==> src/rtl/lpm_pkg.sv <==
package lpm_pkg;

  typedef enum logic [1:0] {
    MODE_RUN   = 2'd0,
    MODE_LIGHT = 2'd1,
    MODE_DEEP  = 2'd2
  } mode_t;

  typedef struct packed {
    logic cpu;
    logic wdt;
    logic per;
    logic tbt;
  } ce_t;

  // Clock enable pattern that belongs to each mode
  function automatic ce_t ce_for_mode(input mode_t m);
    ce_t c;
    c.tbt = 1'b1;
    c.cpu = (m == MODE_RUN);
    c.wdt = (m == MODE_RUN);
    c.per = (m != MODE_DEEP);
    return c;
  endfunction

  // Mode derived from the two request bits; deep has precedence
  function automatic mode_t mode_from_req(input logic deep_bit, input logic light_bit);
    if (deep_bit)       return MODE_DEEP;
    else if (light_bit) return MODE_LIGHT;
    else                return MODE_RUN;
  endfunction

endpackage

==> src/rtl/lpm_tb_edge.sv <==
module lpm_tb_edge #(
  parameter int NSRC   = 4,
  parameter int SELW   = 2,
  parameter int STAGES = 2
) (
  input  logic            clk,
  input  logic            rst_n,
  input  logic [NSRC-1:0] src_i,
  input  logic [SELW-1:0] sel_i,
  output logic            fall_o
);

  logic           picked;
  logic [STAGES:0] chain_q;

  // Source mux; an out-of-range select parks the line high
  always_comb begin
    picked = 1'b1;
    for (int i = 0; i < NSRC; i++) begin
      if (int'(sel_i) == i) picked = src_i[i];
    end
  end

  // Synchronizer stages plus one history flop for the edge detector
  genvar g;
  generate
    for (g = 0; g <= STAGES; g++) begin : g_stage
      if (g == 0) begin : g_first
        always_ff @(posedge clk or negedge rst_n) begin
          if (!rst_n) chain_q[0] <= 1'b0;
          else        chain_q[0] <= picked;
        end
      end else begin : g_next
        always_ff @(posedge clk or negedge rst_n) begin
          if (!rst_n) chain_q[g] <= 1'b0;
          else        chain_q[g] <= chain_q[g-1];
        end
      end
    end
  endgenerate

  assign fall_o = chain_q[STAGES] & ~chain_q[STAGES-1];

endmodule

==> src/rtl/lpm_irq_scan.sv <==
module lpm_irq_scan #(
  parameter int NIRQ = 8
) (
  input  logic [NIRQ-1:0] latch_i,
  input  logic [NIRQ-1:0] en_i,
  output logic            pend_o
);

  function automatic logic any_armed(input logic [NIRQ-1:0] l, input logic [NIRQ-1:0] e);
    logic r;
    r = 1'b0;
    for (int i = 0; i < NIRQ; i++) r = r | (l[i] & e[i]);
    return r;
  endfunction

  assign pend_o = any_armed(latch_i, en_i);

endmodule

==> src/rtl/lpm_ctrl.sv <==
module lpm_ctrl
  import lpm_pkg::*;
(
  input  logic  clk,
  input  logic  rst_n,
  input  logic  req_light_i,
  input  logic  req_deep_i,
  input  logic  irq_pend_i,
  input  logic  tb_fall_i,
  input  logic  ime_i,
  input  logic  tb_en_i,
  output mode_t mode_o,
  output logic  wake_irq_o,
  output logic  wake_next_o,
  output logic  tbt_set_o
);

  logic  light_req_q;
  logic  deep_req_q;
  logic  tb_en_lat_q;
  logic  leave;
  mode_t mode;

  assign mode  = mode_from_req(deep_req_q, light_req_q);
  assign leave = ((mode == MODE_LIGHT) && irq_pend_i) ||
                 ((mode == MODE_DEEP)  && tb_fall_i);

  always_ff @(posedge clk or negedge rst_n) begin
    if (!rst_n) begin
      light_req_q <= 1'b0;
      deep_req_q  <= 1'b0;
      tb_en_lat_q <= 1'b0;
      wake_irq_o  <= 1'b0;
      wake_next_o <= 1'b0;
      tbt_set_o   <= 1'b0;
    end else begin
      wake_irq_o  <= 1'b0;
      wake_next_o <= 1'b0;
      tbt_set_o   <= 1'b0;
      if (leave) begin
        light_req_q <= 1'b0;
        deep_req_q  <= 1'b0;
        wake_irq_o  <= ime_i;
        wake_next_o <= ~ime_i;
        tbt_set_o   <= (mode == MODE_DEEP) && tb_en_lat_q;
      end else if (mode == MODE_RUN) begin
        if (req_deep_i) begin
          deep_req_q  <= 1'b1;
          tb_en_lat_q <= tb_en_i;
        end else if (req_light_i) begin
          light_req_q <= 1'b1;
        end
      end
    end
  end

  assign mode_o = mode;

endmodule

==> src/rtl/lpm_seq.sv <==
module lpm_seq
  import lpm_pkg::*;
#(
  parameter int NIRQ = 8,
  parameter int NSRC = 4,
  parameter int SYNC_STAGES = 2,
  localparam int SELW = (NSRC > 1) ? $clog2(NSRC) : 1
) (
  input  logic            clk,
  input  logic            rst_n,
  input  logic            req_light_i,
  input  logic            req_deep_i,
  input  logic [NIRQ-1:0] irq_latch_i,
  input  logic [NIRQ-1:0] irq_en_i,
  input  logic            ime_i,
  input  logic            tb_en_i,
  input  logic [SELW-1:0] tb_sel_i,
  input  logic [NSRC-1:0] tb_src_i,
  output logic            cpu_ce_o,
  output logic            wdt_ce_o,
  output logic            per_ce_o,
  output logic            tbt_ce_o,
  output logic            wake_irq_o,
  output logic            wake_next_o,
  output logic            tbt_set_o
);

  mode_t mode_q;
  logic  irq_pend;
  logic  tb_fall;
  ce_t   ce;

  lpm_irq_scan #(.NIRQ(NIRQ)) u_scan (
    .latch_i (irq_latch_i),
    .en_i    (irq_en_i),
    .pend_o  (irq_pend)
  );

  lpm_tb_edge #(.NSRC(NSRC), .SELW(SELW), .STAGES(SYNC_STAGES)) u_edge (
    .clk    (clk),
    .rst_n  (rst_n),
    .src_i  (tb_src_i),
    .sel_i  (tb_sel_i),
    .fall_o (tb_fall)
  );

  lpm_ctrl u_ctrl (
    .clk         (clk),
    .rst_n       (rst_n),
    .req_light_i (req_light_i),
    .req_deep_i  (req_deep_i),
    .irq_pend_i  (irq_pend),
    .tb_fall_i   (tb_fall),
    .ime_i       (ime_i),
    .tb_en_i     (tb_en_i),
    .mode_o      (mode_q),
    .wake_irq_o  (wake_irq_o),
    .wake_next_o (wake_next_o),
    .tbt_set_o   (tbt_set_o)
  );

  assign ce       = ce_for_mode(mode_q);
  assign cpu_ce_o = ce.cpu;
  assign wdt_ce_o = ce.wdt;
  assign per_ce_o = ce.per;
  assign tbt_ce_o = ce.tbt;

endmodule

==> config.mk <==
export PLATFORM = sky130hd
export DESIGN_NAME = lpm_seq
export DESIGN_NICKNAME = d
export VERILOG_FILES = /design/src/rtl/lpm_pkg.sv /design/src/rtl/lpm_tb_edge.sv /design/src/rtl/lpm_irq_scan.sv /design/src/rtl/lpm_ctrl.sv /design/src/rtl/lpm_seq.sv
export SDC_FILE = /design/constraint.sdc
export NUM_CORES = 1
export LEC_CHECK = 0
export ABC_AREA = 1
export CELL_PAD_IN_SITES_DETAIL_PLACEMENT = 2
export CELL_PAD_IN_SITES_GLOBAL_PLACEMENT = 2
export CORE_AREA = 2 2 60 62
export DETAILED_ROUTE_END_ITERATION = 7
export DIE_AREA = 0 0 62 64
export PLACE_DENSITY_LB_ADDON = 0.1
export SETUP_SLACK_MARGIN = 0.4
export SLEW_MARGIN = 20
export SYNTH_ARGS = -nofsm -noshare
export SYNTH_HDL_FRONTEND = slang
export SYNTH_HIERARCHICAL = 1
export SYNTH_SLANG_ARGS = --single-unit
==> constraint.sdc <==
create_clock -name clk -period 0.9 [get_ports clk]
set_input_delay 0.09 -clock clk [delete_from_list [all_inputs] [get_ports clk]]
set_output_delay 0.09 -clock clk [all_outputs]
set_load 0.01 [all_outputs]
==> results.cfg, run 1 <==
[placement]
io_buffers = 33
hpwl_mm = 1.19
place.gp.congestion = 0.651
place_inst = 150

[logic_synthesis]
synth_top_family_by_area = simple AND/OR/NAND/NOR gates
synthAdderAreaFrac = 0
ys_ff_latch = 9
syn-num-nets = 94
synthMuxAreaShare = 0
ys_warn_count = 6
synth_xor_area_frac = 0
netlist_instances = 66
synth-seq-area-share = 0.472
synth_compound_area_frac = 0.0315
synth_area_um2 = 477
synth_area_per_cell_um2 = 7.22
synth_simple_gate_area_frac = 0.331
yosys-top-cells-area = dfrtp_1 47%, nand2_1 17%, inv_1 7.1%
synth_area_leader_cell = dfrtp_1
synth_top_area_frac = 0.472
synth_cell_types = 15

[final_layout]
post-route-util = 0.285
syn_to_final_growth_pct = 96.1
antenna_cells = 0
finalNonFillerCells = 156
nNetsFinal = 139
drive_gt1_frac = 0.309

[sta]
hold_violations = 0
finalWorstSetupSlack_ns = -0.218
fin_crit_sh = 1.24
rsz0062_at_grt = yes
hold_slack_ns = 0.110
drv_slew = 0
finalCriticalPeriod_ns = 1.12
fin_worst_skew_ns = 0.00928
fmax_mhz = 895
setup_viol = 9

[clock_network]
htree_levels = 1
ctsHoldBuffers = 0
cts_tree = built
cts.sinks = 9
cts_buffers = 3
clock_latency_ns = 0.26
cts-root-buf = clkbuf_4
clk_pin_slew_ns = 0.07
clockBufferDepth = 2

[worst_setup_path]
required_ns = 0.81
critical-path-slowest-cell = dfrtp_1
crit_buf_inv = 2
crit_type = reg -> out
cpPeakStageDelay_ns = 0.42
startpoint_type = register
critPathTopFamily = flip-flops
critPathArrivalTime_ns = 1.03
cp_cell_sequence = buf_4 > nor2_4 > buf_2
crit_path_end_kind = output pin
cp_max_fo = 3

[floorplanning]
die_w_um = 62
num_io_pins = 35
core_mm2 = 0.00328
row_count = 21
die_area_mm2 = 0.00397
die_h_um = 64
start_util = 0.145

[global_routing]
antenna_found_initial = 0
grt_max_degree = 10
grt.overflow.total = 0
grt_first_pass_wirelength_mm = 2.42
track_usage = 0.0818
grt_pass1_vias = 611

[drt]
ant_nets = 0
routed_via_density = 3.56
wirelength_mm = 1.40
drt_first_pass_iters = 2
drc_errors = 0
vias = 555
drt_iter0_markers = 6
post_drt_wl_per_cell_um = 9.00

[status]
status = finished with violations
violations = negative setup slack

[hold_path]
hp-class = in -> async

[run]
max_cap_viol_count = 0

[pwr]
p_per_area_mw_per_mm2 = 1960
leakage_nw = 0.477
ir_worst_vdd_v = 0.000449
==> worst reg2reg max path, cell delays in order, from the launching register on <==
cell     delay, ns
dfrtp_1       0.39
buf_4         0.13
buf_4         0.12
buf_4         0.13
nand3_2       0.05
nand2_2       0.06
inv_2         0.07
nor2_2        0.03
==> cell type report <==
type	count	area, um2
clock buffers	3	22.5
well taps	46	57.6
inverters	14	55.1
flip-flops and latches	9	225
multi-input cells	40	201
fillers	415	2350
repair buffers	43	368
clock inverters	1	5.00
==> repair_timing <==
item / in CTS / in global routing
gates resized for setup: 31 / 4
pin swaps: 5 / 1
buffers inserted: 1 / 1
endpoints found under the setup margin: 13 / 13
==> routing by layer <==
metal	wire [um]	track usage
met5	0	0
met4	21	0.0319
met3	90	0.0304
met2	768	0.151
met1	523	0.0770
==> kinds of logic (layout without fill, tap and decap cells) <==
| logic type | Yosys count | count (layout) |
|---|---|---|
| AND/OR/NAND/NOR | 36 | 36 |
| AO/OA/AOI/OAI | 3 | 3 |
| buffers and inverters | 17 | 61 |
| other | 1 | 1 |
| flip-flops | 9 | 9 |
==> power by group <==
group / internal, mW / switching, mW / total [mW]
registers: 0.507 / 0.0642 / 0.571
logic: 0.504 / 0.443 / 0.947
clock network: 0.164 / 0.152 / 0.316
==> synthesized netlist by cell type <==
library cell / n
o21ai_0: 1
inv_1: 9
nand2_1: 21
nor2_1: 8
nand3_1: 2
nand3_2: 2
buf_4: 3
nand2_2: 1
dfrtp_1: 9
conb_1: 1
a21oi_1: 1
clkinv_1: 1
o21ai_1: 1
inv_2: 4
nor2_2: 2
==> path summary, 6_finish.rpt <==
| kind | cells after the start | to | slack, ns | start |
|---|---|---|---|---|
| setup / recovery | 3 | cpu_ce_o | -0.22 | u_ctrl/deep_req_q$_DFFE_PN0P_ |
| hold / removal | 2 | u_ctrl/light_req_q$_DFFE_PN0P_ | 0.11 | rst_n |
| setup reg to reg | 7 | u_ctrl/wake_next_o$_DFF_PN0_ | -0.17 | u_ctrl/light_req_q$_DFFE_PN0P_ |
| hold reg to reg | 0 | u_edge/chain_q[1]$_DFF_PN0_ | 0.36 | u_edge/chain_q[0]$_DFF_PN0_ |
| max in group asynchronous | 2 | u_ctrl/tb_en_lat_q$_DFFE_PN0P_ | 0.64 | rst_n |
| min in group clk | 3 | u_edge/chain_q[0]$_DFF_PN0_ | 0.21 | tb_sel_i[1] |
==> state kept, by name, indices dropped and copies added, names as in the netlist <==
register            count
u_ctrl/wake_next_o      1
u_ctrl/deep_req_q       1
u_ctrl/tb_en_lat_q      1
u_ctrl/tbt_set_o        1
u_ctrl/wake_irq_o       1
u_edge/chain_q          3
u_ctrl/light_req_q      1
==> layout by cell type, fill, tap and decap left out, types with 2 or more instances in the layout <==
cell type and n:
nand3_1 2, dlygate4sd2_1 6, o21ai_1 2, nor2_1 5, nor2_2 3, inv_2 5, clkbuf_4 3, nand2_1 21
dfrtp_1 9, clkdlybuf4s50_1 21, inv_1 7, buf_4 10, buf_2 6, nor2_4 2
==> through the flow <==
step / worst slack, ns / TNS (ns) / cell area (um2) / power, mW
final: -0.218 / -1.23 / 935 / 1.83
after global routing: -0.291 / -1.82 / 935 / 2.02
after CTS: -0.250 / -1.07 / 915 / 1.81
after detailed placement: -0.383 / -1.99 / 912 / 1.54
after global placement: -0.357 / -1.87 / 912 / 1.53
after floorplan: 0.0314 / 0 / 490 / 1.05
No activity file was read; power rests on OpenSTA's default activity.
==> run 2, diff against run 1 <==
Settings changed: HOLD_SLACK_MARGIN from default to 0.02.
==> results of run 2 <==
No change in the layout: final DEF, timing and power equal those of run 1.
